**src/rtl/pp_buf_pkg.sv**
```systemverilog
package pp_buf_pkg;
  localparam int unsigned PP_DEF_BANKS = 2;

  typedef struct packed {
    logic wr_acc;
    logic rd_acc;
  } pp_evt_t;
endpackage

```
**src/rtl/pp_bank_ptr.sv**
```systemverilog
module pp_bank_ptr #(
  parameter int unsigned NUM_BANKS = 2,
  localparam int unsigned BANK_W = (NUM_BANKS > 1) ? $clog2(NUM_BANKS) : 1
) (
  input  logic              clk_i,
  input  logic              rst_ni,
  input  logic              adv_i,
  output logic [BANK_W-1:0] ptr_o
);
  localparam logic [BANK_W-1:0] LAST = BANK_W'(NUM_BANKS - 1);

  logic [BANK_W-1:0] ptr_q;

  always_ff @(posedge clk_i or negedge rst_ni) begin
    if (!rst_ni)    ptr_q <= '0;
    else if (adv_i) ptr_q <= (ptr_q == LAST) ? '0 : ptr_q + 1'b1;
  end

  assign ptr_o = ptr_q;

  AST_PTR_HOLD: assert property (@(posedge clk_i) disable iff (!rst_ni)
    !adv_i |=> $stable(ptr_o));
  AST_PTR_MOVE: assert property (@(posedge clk_i) disable iff (!rst_ni)
    adv_i |=> ptr_o != $past(ptr_o));
endmodule

```
**src/rtl/pp_fill_flags.sv**
```systemverilog
module pp_fill_flags #(
  parameter int unsigned NUM_BANKS = 2,
  localparam int unsigned BANK_W = (NUM_BANKS > 1) ? $clog2(NUM_BANKS) : 1
) (
  input  logic                 clk_i,
  input  logic                 rst_ni,
  input  logic                 set_i,
  input  logic [BANK_W-1:0]    set_idx_i,
  input  logic                 clr_i,
  input  logic [BANK_W-1:0]    clr_idx_i,
  output logic [NUM_BANKS-1:0] full_o
);
  logic [NUM_BANKS-1:0] full_q;

  for (genvar b = 0; b < NUM_BANKS; b++) begin : g_bank
    always_ff @(posedge clk_i or negedge rst_ni) begin
      if (!rst_ni)                                    full_q[b] <= 1'b0;
      else if (set_i && set_idx_i == BANK_W'(b))      full_q[b] <= 1'b1;
      else if (clr_i && clr_idx_i == BANK_W'(b))      full_q[b] <= 1'b0;
    end
  end

  assign full_o = full_q;

  AST_SET_ONLY_EMPTY: assert property (@(posedge clk_i) disable iff (!rst_ni)
    set_i |-> !full_o[set_idx_i]);
  AST_CLR_ONLY_FULL: assert property (@(posedge clk_i) disable iff (!rst_ni)
    clr_i |-> full_o[clr_idx_i]);
endmodule

```
**src/rtl/pp_ready_gen.sv**
```systemverilog
module pp_ready_gen (
  input  logic clk_i,
  input  logic rst_ni,
  input  logic start_i,
  input  logic wr_free_i,
  output logic ready_o
);
  logic started_q;

  always_ff @(posedge clk_i or negedge rst_ni) begin
    if (!rst_ni)      started_q <= 1'b0;
    else if (start_i) started_q <= 1'b1;
  end

  // free bank ahead of the writer is what re-arms ready
  assign ready_o = started_q & wr_free_i;

  AST_START_STICKY: assert property (@(posedge clk_i) disable iff (!rst_ni)
    started_q |=> started_q);
  AST_START_ARMS: assert property (@(posedge clk_i) disable iff (!rst_ni)
    (start_i && !started_q) |=> started_q);
endmodule

```
**src/rtl/pp_symbol_buf_ctrl.sv**
```systemverilog
module pp_symbol_buf_ctrl
  import pp_buf_pkg::*;
#(
  parameter int unsigned NUM_BANKS = PP_DEF_BANKS,
  localparam int unsigned BANK_W = (NUM_BANKS > 1) ? $clog2(NUM_BANKS) : 1
) (
  input  logic              clk_i,
  input  logic              rst_ni,
  input  logic              start_i,
  input  logic              wr_valid_i,
  input  logic              wr_done_i,
  input  logic              rd_done_i,
  input  logic              mod_ready_i,
  output logic              ready_o,
  output logic [BANK_W-1:0] wr_bank_o,
  output logic [BANK_W-1:0] rd_bank_o,
  output logic              wr_en_o,
  output logic              rd_en_o
);
  pp_evt_t              evt;
  logic [NUM_BANKS-1:0] full;
  logic [BANK_W-1:0]    wr_ptr, rd_ptr;
  logic                 rd_has_pkt, wr_free;

  assign rd_has_pkt = full[rd_ptr];
  assign wr_free    = ~full[wr_ptr];
  assign evt.wr_acc = wr_done_i & ready_o;
  assign evt.rd_acc = rd_done_i & rd_has_pkt;

  pp_bank_ptr #(.NUM_BANKS(NUM_BANKS)) u_wr_ptr (
    .clk_i(clk_i), .rst_ni(rst_ni), .adv_i(evt.wr_acc), .ptr_o(wr_ptr));

  pp_bank_ptr #(.NUM_BANKS(NUM_BANKS)) u_rd_ptr (
    .clk_i(clk_i), .rst_ni(rst_ni), .adv_i(evt.rd_acc), .ptr_o(rd_ptr));

  pp_fill_flags #(.NUM_BANKS(NUM_BANKS)) u_flags (
    .clk_i(clk_i), .rst_ni(rst_ni),
    .set_i(evt.wr_acc), .set_idx_i(wr_ptr),
    .clr_i(evt.rd_acc), .clr_idx_i(rd_ptr),
    .full_o(full));

  pp_ready_gen u_ready (
    .clk_i(clk_i), .rst_ni(rst_ni), .start_i(start_i),
    .wr_free_i(wr_free), .ready_o(ready_o));

  assign wr_bank_o = wr_ptr;
  assign rd_bank_o = rd_ptr;
  assign wr_en_o   = wr_valid_i & ready_o;
  assign rd_en_o   = mod_ready_i & rd_has_pkt;

  AST_BANKS_APART: assert property (@(posedge clk_i) disable iff (!rst_ni)
    (wr_en_o && rd_en_o) |-> wr_bank_o != rd_bank_o);
  AST_READY_DROP: assert property (@(posedge clk_i) disable iff (!rst_ni)
    (evt.wr_acc && !evt.rd_acc && $countones(full) == NUM_BANKS - 1) |=> !ready_o);
  AST_READY_REVIVE: assert property (@(posedge clk_i) disable iff (!rst_ni)
    (ready_o && !wr_done_i) |=> ready_o);
  AST_FULL_READ_REARMS: assert property (@(posedge clk_i) disable iff (!rst_ni)
    (&full && evt.rd_acc && $past(ready_o) == ready_o && !ready_o && $rose(rst_ni) == 1'b0
     && u_ready.started_q) |=> ready_o);
  AST_RD_GATED: assert property (@(posedge clk_i) disable iff (!rst_ni)
    !rd_has_pkt |-> !rd_en_o);
endmodule

```
**config.mk**
```make
export PLATFORM = sky130hd
export DESIGN_NAME = pp_symbol_buf_ctrl
export DESIGN_NICKNAME = d
export VERILOG_FILES = /design/src/rtl/pp_buf_pkg.sv /design/src/rtl/pp_bank_ptr.sv /design/src/rtl/pp_fill_flags.sv /design/src/rtl/pp_ready_gen.sv /design/src/rtl/pp_symbol_buf_ctrl.sv
export SDC_FILE = /design/constraint.sdc
export NUM_CORES = 1
export LEC_CHECK = 0
export BUFFER_PORTS_ARGS = -buffer_cell sky130_fd_sc_hd__buf_4
export CAP_MARGIN = 20
export CORE_AREA = 2 2 39 41
export DETAILED_ROUTE_END_ITERATION = 10
export DIE_AREA = 0 0 41 43
export MAX_ROUTING_LAYER = met4
export PLACE_DENSITY_LB_ADDON = 0.05
export SLEW_MARGIN = 30
export SYNTH_ARGS = -nofsm -noshare
export SYNTH_HDL_FRONTEND = slang
export SYNTH_SLANG_ARGS = --single-unit
```
**constraint.sdc**
```tcl
create_clock -name clk_i -period 2.55 [get_ports clk_i]
set_input_delay 0.765 -clock clk_i [delete_from_list [all_inputs] [get_ports clk_i]]
set_output_delay 0.765 -clock clk_i [all_outputs]
set_load 0.1 [all_outputs]
```
# After elaboration in Yosys (flattened, before gate mapping)
# Index checks and enable logic that the tools add are counted.
[op_classes]
order_cmp = 2
bitwise_logic = 8
n_mux = 10
n_addsub = 2
reduce_logical = 6
[ops]
columns = ["op", "count"]
rows = [
  ["two-way mux 1 bit", 10],
  ["bitwise AND 1 bit", 5],
  ["logical AND 1 bit", 4],
  ["< comparator 1 x 2 -> 1 bit, second input constant", 2],
  ["nonzero test 2 bit", 2],
  ["inverter 1 bit", 3],
  ["adder 1 bit, second input constant", 2],
]
[totals]
out_inout_bits = 5
in_bits = 7
elab_cells = 33
ff_bits = 5

# Longest topological paths before layout
# Gate-level depths: netlist of run 1.
[logic_depth]
ltp_word = 7
depth_mapped = 2

# Modules after synthesis
# A second synthesis of run 1 with hierarchy kept.
[unflattened]
hier_cells = 20
area_unflattened_um2 = 232.7
[modules_own_cells]
columns = ["mod", "area_each_um2", "cells_per_inst", "instances"]
rows = [
  ["pp_fill_flags", 81.3, 7, 1],
  ["pp_bank_ptr", 33.8, 2, 2],
  ["pp_symbol_buf_ctrl", 45.0, 6, 1],
  ["pp_ready_gen", 38.8, 3, 1],
]

# Worst setup path after synthesis of run 1
# OpenSTA, ideal clock, no wires.
[synth_timing]
path_kind = "reg2out"
startpoint = "reg u_rd_ptr.ptr_q, in the netlist u_rd_ptr.ptr_o"
endpoint = "out rd_en_o"
required_ns = 1.785
stages_incl_launch_ff = 3
n_path_buf = 0
t_arrival_ns = 2.501
path_slack_ns = -0.716
path_cell_list = "dfrtp_1 > mux2i_1 > nor2b_1"
[synth_via]
elab_chain_len = 3
[synth_rtl]
columns = ["item", "line", "source"]
rows = [
  ["from (decl)", "pp_bank_ptr.sv:12", "logic [BANK_W-1:0] ptr_q;"],
  ["from (signal assigned)", "pp_bank_ptr.sv:16", "else if (adv_i) ptr_q <= (ptr_q == LAST) ? '0 : ptr_q + 1'b1;"],
  ["two-way mux 1 bit (not written as such) (2 in series)", "pp_symbol_buf_ctrl.sv:25", "assign rd_has_pkt = full[rd_ptr];"],
  ["bitwise AND 1 bit", "pp_symbol_buf_ctrl.sv:49", "assign rd_en_o = mod_ready_i & rd_has_pkt;"],
  ["to (decl)", "pp_symbol_buf_ctrl.sv:18", "output logic rd_en_o"],
]
# No other way between the ends. The select of a mux whose other input is x is not followed.

# Worst setup path in the final report of run 1
[layout_timing]
startpoint = "reg u_flags.full_q[0], in the netlist u_flags.full_o[0]"
endpoint = "out wr_en_o"
[layout_via]
elab_chain_len = 5
[layout_rtl]
columns = ["item", "line", "source"]
rows = [
  ["from (decl)", "pp_fill_flags.sv:13", "logic [NUM_BANKS-1:0] full_q;"],
  ["from (signal, indexed assignment)", "pp_fill_flags.sv:17", "if (!rst_ni) full_q[b] <= 1'b0;"],
  ["from (signal, indexed assignment)", "pp_fill_flags.sv:18", "else if (set_i && set_idx_i == BANK_W'(b)) full_q[b] <= 1'b1;"],
  ["from (signal, indexed assignment)", "pp_fill_flags.sv:19", "else if (clr_i && clr_idx_i == BANK_W'(b)) full_q[b] <= 1'b0;"],
  ["two-way mux 1 bit (not written as such) (2 in series)", "pp_symbol_buf_ctrl.sv:26", "assign wr_free = ~full[wr_ptr];"],
  ["inverter 1 bit", "pp_symbol_buf_ctrl.sv:26", ""],
  ["bitwise AND 1 bit", "pp_ready_gen.sv:16", "assign ready_o = started_q & wr_free_i;"],
  ["bitwise AND 1 bit", "pp_symbol_buf_ctrl.sv:48", "assign wr_en_o = wr_valid_i & ready_o;"],
  ["to (decl)", "pp_symbol_buf_ctrl.sv:17", "output logic wr_en_o,"],
]
# No other way between the ends. The select of a mux whose other input is x is not followed.

==> run_results.csv, run 1 <==
group,metric,value,unit
clock_network,cts_tree,"yes",
layout,fillers,165,
setup_path,slowest_stage,"dfrtp_1",
sta,fmax,486,MHz
detailed_routing,drcViolationCount,0,
global_routing,antenna_found_initial,0,
clock_network,holdBufCountCts,0,
logic_synthesis,synth_cell_types,15,
global_routing,grt_pass1_wl,786,um
sta,setup_viol,0,
logic_synthesis,yosys.area.top_type,"dfrtp_1",
logic_synthesis,ys.flop_type,"dfrtp_1",
placement,place_inst,48,
sta,slew_headroom,0.830,
layout,fin_nets,44,
clock_network,h-tree-depth,1,
clock_network,ctsResizeCount,0,
logic_synthesis,async_flop_share,1.00,
clock_network,cts_root_buf,"clkbuf_4",
setup_path,required,1.79,ns
floorplan,dieArea,0.00176,mm2
layout,final_layout_size_suffix_gt1_frac,0.528,
global_routing,grt_max_degree,8,
detailed_routing,drt_iter0_markers,1,
logic_synthesis,synthTopCellsByArea,"dfrtp_1 (52%), a31oi_1 (7.8%), a32o_1 (4.2%), mux2i_1 (4.2%), o211a_1 (4.2%)",
setup_path,crit_chain,"nor2_1 > o211a_1 > buf_4",
layout,area_growth,57.8,%
layout,antenna_cells,0,
clock_network,clkLatencyLatePin,0.24,ns
setup_path,crit_fanout,5,
logic_synthesis,ys_top_cells_by_count,"dfrtp_1 (5), a31oi_1 (3)",
sta,fin_tns_setup,0,ns
outcome,outcome,"finished, final reports clean",
placement,place_congestion,0.579,
sta,fin_skew,0.00109,ns
clock_network,cts.sinks,5,
global_routing,grt_util_all_layers,0.0756,
global_routing,grt_pass1_vias,194,
logic_synthesis,synth_area,240,um2
sta,finalHoldViolations,0,
floorplan,rows,14,
detailed_routing,via_count,215,
detailed_routing,wl_per_cell,9.69,um
sta,period_needed,2.06,ns
setup_path,end_kind,"primary output",
logic_synthesis,synth_edf_count,0,
logic_synthesis,yosysSeqAreaShare,0.521,
logic_synthesis,yosysWarnings,0,
floorplan,io_pins,12,
sta,rsz0062_at_grt,"false",
placement,place_area,353,um2
floorplan,die_w,41,um
logic_synthesis,yosys.area.top_type_share,0.521,
placement,place_hpwl,411,um
run,cap_violations,0,
layout,final_cells,52,
setup_path,start_kind,"flop",
logic_synthesis,ys_seq_elements,5,
clock_network,path_clk_slew,0.04,ns
logic_synthesis,synth_cells,21,
logic_synthesis,synth_area_per_cell,11.4,um2
setup_path,arrival,1.29,ns
clock_network,clockBufferDepth,2,
floorplan,start_util,0.174,
sta,slew_viol_final,0,
floorplan,die_y,43,um
detailed_routing,avgViaCountPerCell,4.13,
detailed_routing,wirelength,504,um
setup_path,criticalPathCategory,"reg2out",
min_path,min-delay-path-class,"in2async",
setup_path,crit_path_max_incr_delay,0.41,ns
logic_synthesis,yosysMostFrequentCell,"dfrtp_1",
logic_synthesis,synthesis.nets,28,
detailed_routing,postRouteAntennaNets,0,
layout,fin_area,379,um2
detailed_routing,drt-pass1-iter-count,3,
placement,io_buffers,11,
sta,finalCritPeriodShare,0.807,
clock_network,post_cts_buffers,0,
global_routing,grt-ovfl-total,0,
clock_network,cts_made_buffers,3,
floorplan,fp.coreArea,0.00138,mm2
sta,tightest_slew,0.249,ns
worst max-delay path, delay by kind of cell (launching register included):
family / cells / cell delay, ns
flops: 1 / 0.41
compound gates: 1 / 0.16
simple gates: 1 / 0.21
buf+inv: 1 / 0.28
routing by layer:
layer,wire [um],up-vias,global-route usage
met4,0,0,0.100
met3,51,0,0.0157
li1,-,111,-
met5,0,-,-
met1,226,96,0.0921
met2,226,8,0.0844
path summary, 6_finish.rpt:
kind | start | endpoint | slack (ns) | cells after the start
setup / recovery | u_flags.full_o[0] | wr_en_o | 0.49 | 3
hold / removal | rst_ni | u_wr_ptr.ptr_o | 0.32 | 1
setup reg to reg | u_ready.started_q | u_wr_ptr.ptr_o | 1.63 | 2
hold reg to reg | u_wr_ptr.ptr_o | u_wr_ptr.ptr_o | 0.56 | 1
max in group asynchronous | rst_ni | u_wr_ptr.ptr_o | 2.11 | 1
min in group clk_i | u_wr_ptr.ptr_o | u_wr_ptr.ptr_o | 0.56 | 1
layout make-up:
class / count / area (um2) / share of cell area
clock buffer: 4 / 26.3 / 0.0693
multi-input combinational: 16 / 124 / 0.327
timing repair buffer: 11 / 82.6 / 0.218
tap: 16 / 20.0 / 0.0528
sequential: 5 / 126 / 0.333
kinds of logic after synthesis:
family | Yosys count | synth area share
AND/OR/NAND/NOR | 7 | 0.188
AO/OA/AOI/OAI | 8 | 0.250
multiplexers | 1 | 0.0417
flip-flops | 5 | 0.521
cell usage in the layout (no fill, tap or decap), drive strengths merged:
master  count
a21oi       1
a31oi       3
a32o        1
and3b       1
buf        11
clkbuf      4
dfrtp       5
mux2i       1
nand2b      1
nand3       1
nor2        1
nor2b       2
o211a       1
o21a        1
o22a        1
or2         1
per-stage QoR:
step                      utilization  hold WS [ns]  setup WS [ns]
after global placement          0.255         0.564          0.541
after global routing            0.274         0.318          0.407
final                           0.274         0.320          0.493
after floorplan                     -         0.469         0.0230
after detailed placement        0.255         0.553          0.534
after CTS                       0.274         0.309          0.466
sequential cells by signal, summed over array words and instances, names as in the netlist:
name	flops
u_ready.started_q	1
u_wr_ptr.ptr_o	1
u_rd_ptr.ptr_o	1
u_flags.full_o	2
Power of run 1 is left out: the tool's default activity adds up to more than one toggle a clock period on the data nets, which glitch-free logic cannot reach.
==> run 2, diff against run 1 <==
--- a/config.mk
+++ b/config.mk
@@ -5,6 +5,7 @@
 export SDC_FILE = /design/constraint.sdc
 export NUM_CORES = 1
 export LEC_CHECK = 0
+export ABC_AREA = 1
 export BUFFER_PORTS_ARGS = -buffer_cell sky130_fd_sc_hd__buf_4
 export CAP_MARGIN = 20
 export CORE_AREA = 2 2 39 41
==> constraint.sdc (replaced) <==
create_clock -name clk_i -period 1.7 [get_ports clk_i]
set_input_delay 0.51 -clock clk_i [delete_from_list [all_inputs] [get_ports clk_i]]
set_output_delay 0.51 -clock clk_i [all_outputs]
set_load 0.1 [all_outputs]
==> run_results.csv, run 2 <==
group,metric,value,unit
logic_synthesis,synth_cell_types,12,
setup_path,slowest_stage,"dfrtp_4",
clock_network,h-tree-depth,1,
detailed_routing,avgViaCountPerCell,3.85,
logic_synthesis,yosysMostFrequentCell,"nand2_1",
outcome,failed_checks,"negative setup slack",
sta,fin_ws,-0.0921,ns
layout,regArea,133,um2
floorplan,dieArea,0.00176,mm2
setup_path,rr_worst_depth,6,
sta,finalCritPeriodShare,1.05,
clock_network,clockBufferDepth,2,
sta,slew_viol_final,0,
detailed_routing,drt-pass1-iter-count,2,
layout,area_growth,94.7,%
clock_network,cts_tree,"yes",
logic_synthesis,yosysSeqAreaShare,0.483,
placement,io_buffers,11,
setup_path,criticalPathCategory,"reg2out",
floorplan,start_util,0.187,
setup_path,crit_buf_inv,1,
floorplan,rows,14,
logic_synthesis,async_flop_share,1.00,
floorplan,fp.coreArea,0.00138,mm2
logic_synthesis,yosysWarnings,0,
setup_path,crit_path_max_incr_delay,0.49,ns
sta,fmax,558,MHz
sta,slew_headroom,0.817,
logic_synthesis,yosys.area.top_type,"dfrtp_1",
run,cap_violations,0,
detailed_routing,wirelength,600,um
sta,rsz0062_at_grt,"true",
logic_synthesis,ys_top_cells_by_count,"nand2_1 (13), dfrtp_1 (5), inv_1 (3), nand3_1 (2)",
sta,fin_tns_setup,-0.123,ns
setup_path,arrival,1.28,ns
setup_path,r2r-end,"u_flags.full_o[1]",
global_routing,grt-ovfl-total,0,
layout,final_layout_size_suffix_gt1_frac,0.620,
setup_path,crit_family,"flip-flops",
global_routing,grt_util_all_layers,0.0891,
setup_path,r2r_slack,0.51,ns
logic_synthesis,yosys.area.top_type_share,0.483,
clock_network,cts_root_buf,"clkbuf_4",
placement,place_congestion,0.642,
min_path,min-delay-path-class,"in2async",
layout,fillers,151,
global_routing,grt_max_degree,6,
layout,multi_input_area,161,um2
logic_synthesis,ys.flop_type,"dfrtp_1",
sta,whs,0.0643,ns
setup_path,end_kind,"primary output",
logic_synthesis,synth_edf_count,0,
detailed_routing,wl_per_cell,9.09,um
logic_synthesis,synthTopCellsByArea,"dfrtp_1 (48%), nand2_1 (19%), inv_1 (4.3%), nor2_4 (4.3%), nand3_1 (3.9%)",
setup_path,r2r-start,"u_wr_ptr.ptr_o",
floorplan,io_pins,12,
layout,most-common-layout-cells,"buf_4 (12), nand2_1 (11), clkbuf_4 (3), buf_12 (3), dfrtp_1 (3)",
outcome,outcome,"complete, but fails checks",
floorplan,die_y,43,um
layout,largest_register_ffs,2,
clock_network,clkLatencyLatePin,0.23,ns
logic_synthesis,ys_seq_elements,5,
detailed_routing,drt_iter0_markers,1,
sta,setup_viol,2,
layout,antenna_cells,0,
setup_path,crit_top_cell,"nand2_4",
sta,fin_skew,0.00121,ns
placement,place_hpwl,472,um
layout,fin_nets,58,
layout,mostFrequentLayoutCell,"buf_4",
detailed_routing,postRouteAntennaNets,0,
sta,period_needed,1.79,ns
global_routing,antenna_found_initial,0,
detailed_routing,drcViolationCount,0,
setup_path,crit_fanout,3,
logic_synthesis,synth_cells,31,
global_routing,grt_pass1_vias,256,
sta,finalHoldViolations,0,
global_routing,grt_pass1_wl,945,um
detailed_routing,via_count,254,
logic_synthesis,synthesis.nets,38,
setup_path,required,1.19,ns
logic_synthesis,synth_area,259,um2
setup_path,start_kind,"flop",
floorplan,die_w,41,um
logic_synthesis,synth_area_per_cell,8.35,um2
clock_network,cts.sinks,5,
clock_network,path_clk_slew,0.04,ns
clock_network,cts_made_buffers,3,
sta,tightest_slew,0.277,ns
setup_path,crit_chain,"nand2_4 > nand2_4 > nor3b_4 > buf_12",
[run 2: layer usage]
metal  vias up  track usage  part of all wire
li1        135            -                 -
met1       113       0.0954              0.41
met2         6        0.113              0.56
met3         0       0.0314             0.027
met4         0        0.100                 0
met5         -            -                 0
[run 2: final cells by class]
class                           instances  area share
Sequential cell                         5       0.263
Tap cell                               16      0.0397
Timing Repair Buffer                   15       0.298
Clock buffer                            4      0.0521
Inverter                                3      0.0273
Multi-Input combinational cell         23       0.320
[run 2: kinds of logic (layout without fill, tap and decap cells)]
kind of cell	Yosys count	after routing	synth area share
simple gates	22	22	0.435
flops	5	5	0.483
buf+inv	3	22	0.0435
compound gates	1	1	0.0386
[run 2: worst max path at each step]
stage	start	slack (ns)	to	cells after the start
after global routing	u_wr_ptr.ptr_o	-0.14	wr_en_o	4
after CTS	u_wr_ptr.ptr_o	-0.1	wr_en_o	4
after floorplan	u_wr_ptr.ptr_o	-0.47	wr_en_o	3
after global placement	u_wr_ptr.ptr_o	0.07	wr_en_o	4
after detailed placement	u_wr_ptr.ptr_o	0.06	wr_en_o	4
final	u_wr_ptr.ptr_o	-0.09	wr_en_o	4
[run 2: timing repair]
item,in CTS,in global routing
gates resized for setup,10,4
setup endpoints to repair,3,3
hold buffers,0,0
setup buffers,4,0
pin swaps,3,2
[run 2: per-stage QoR]
| stage | area [um2] | utilization | setup slack (ns) | std cells |
|---|---|---|---|---|
| 3_3_place_gp | 400 | 0.289 | 0.0670 | 58 |
| 6_report | 504 | 0.364 | -0.0921 | 66 |
| 4_1_cts | 494 | 0.357 | -0.0963 | 66 |
| 2_1_floorplan | 298 | - | -0.465 | 31 |
| 3_5_place_dp | 400 | 0.289 | 0.0602 | 58 |
| 5_1_grt | 504 | 0.364 | -0.144 | 66 |
Power of run 2 is left out for the same reason.
==> run 3, diff against run 2 <==
==> constraint.sdc (replaced) <==
create_clock -name clk_i -period 1.7 [get_ports clk_i]
set_input_delay 0.085 -clock clk_i [delete_from_list [all_inputs] [get_ports clk_i]]
set_output_delay 0.085 -clock clk_i [all_outputs]
set_load 0.1 [all_outputs]
==> run_results.csv, run 3 (same netlist as run 2, synthesis figures left out) <==
group,metric,value,unit
outcome,outcome,"finished, final reports clean",
setup_path,required,1.62,ns
detailed_routing,drcViolationCount,0,
min_path,min_to,"u_ready.started_q",
global_routing,grt_max_degree,7,
layout,most-common-layout-cells,"nand2_1 (13), buf_4 (11), inv_1 (3), clkbuf_4 (3), dfrtp_1 (3)",
clock_network,clkLatencyLatePin,0.23,ns
sta,rsz0062_at_grt,"false",
sta,finalHoldViolations,0,
layout,regArea,128,um2
clock_network,holdBufCountCts,1,
sta,slew_headroom,0.816,
min_path,min-delay-path-class,"in2reg",
global_routing,grt_util_all_layers,0.0849,
global_routing,grt-ovfl-total,0,
setup_path,rr_worst_depth,4,
floorplan,fp.coreArea,0.00138,mm2
detailed_routing,postRouteAntennaNets,0,
clock_network,cts_root_buf,"clkbuf_4",
global_routing,grt_pass1_vias,239,
setup_path,r2r_slack,0.70,ns
floorplan,io_pins,12,
sta,fin_skew,0.000621,ns
setup_path,crit_fanout,6,
placement,place_congestion,0.660,
placement,io_buffers,11,
layout,fin_nets,55,
clock_network,cts.sinks,5,
detailed_routing,wl_per_cell,8.83,um
setup_path,start_kind,"flop",
sta,setup_viol,0,
clock_network,clockBufferDepth,2,
floorplan,die_w,41,um
clock_network,path_clk_slew,0.04,ns
global_routing,antenna_found_initial,0,
floorplan,rows,14,
run,cap_violations,0,
setup_path,crit_path_max_incr_delay,0.43,ns
placement,place_hpwl,477,um
detailed_routing,via_count,246,
clock_network,h-tree-depth,1,
setup_path,criticalPathCategory,"reg2out",
setup_path,arrival,1.36,ns
detailed_routing,avgViaCountPerCell,3.90,
min_path,hold_depth,2,
layout,area_growth,58.9,%
clock_network,cts_made_buffers,3,
floorplan,dieArea,0.00176,mm2
detailed_routing,drt_iter0_markers,1,
detailed_routing,wirelength,556,um
sta,slew_viol_final,0,
clock_network,post_cts_buffers,0,
clock_network,ctsResizeCount,0,
setup_path,slowest_stage,"dfrtp_2",
setup_path,crit_chain,"nand2_1 > nand2_2 > nor3b_4 > buf_4",
setup_path,crit_buf_inv,1,
setup_path,crit_family,"flip-flops",
layout,mostFrequentLayoutCell,"nand2_1",
floorplan,start_util,0.187,
sta,tightest_slew,0.279,ns
layout,multi_input_area,134,um2
layout,largest_register_ffs,2,
layout,fin_area,412,um2
setup_path,end_kind,"primary output",
global_routing,grt_pass1_wl,917,um
layout,antenna_cells,0,
min_path,hold_path_startpoint,"start_i",
clock_network,cts_tree,"yes",
sta,whs,0.0419,ns
setup_path,r2r-end,"u_flags.full_o[1]",
sta,period_needed,1.45,ns
sta,fmax,691,MHz
placement,place_area,375,um2
setup_path,r2r-start,"u_wr_ptr.ptr_o",
floorplan,die_y,43,um
sta,finalCritPeriodShare,0.851,
layout,final_layout_size_suffix_gt1_frac,0.468,
detailed_routing,drt-pass1-iter-count,2,
layout,fillers,154,
-- run 3: cell count changes in the layout (fill, tap and decap cells not counted), sizes merged --
cell         change
buf              -4
dlygate4sd3      +1
-- run 3: metal layers --
layer,track usage,wire [um]
met5,-,0
met4,0.100,0
met3,0.0157,37
met2,0.106,272
met1,0.0984,246
-- run 3: final cells by class --
cell class / count / area share
Clock buffer: 4 / 0.0638
Inverter: 3 / 0.0274
Multi-Input combinational cell: 23 / 0.325
Sequential cell: 5 / 0.310
Tap cell: 16 / 0.0486
Timing Repair Buffer: 12 / 0.225
-- run 3: worst max-delay path by stage --
stage              startpoint       to  slack, ns  cells after the start
6_report       u_wr_ptr.ptr_o  wr_en_o       0.25                      4
3_3_place_gp   u_wr_ptr.ptr_o  wr_en_o       0.52                      4
4_1_cts        u_wr_ptr.ptr_o  wr_en_o       0.24                      4
5_1_grt        u_wr_ptr.ptr_o  wr_en_o       0.18                      4
2_1_floorplan  u_wr_ptr.ptr_o  wr_en_o      -0.13                      3
3_5_place_dp   u_wr_ptr.ptr_o  wr_en_o       0.50                      4
-- run 3: metrics by stage --
stage	worst slack (ns)	cells	setup TNS, ns	utilization
finish	0.254	63	0	0.297
global route	0.182	63	0	0.297
CTS	0.236	63	0	0.297
detailed placement	0.502	58	0	0.271
global placement	0.519	58	0	0.271
floorplan	-0.135	31	-0.135	-
Power of run 3 is left out for the same reason.
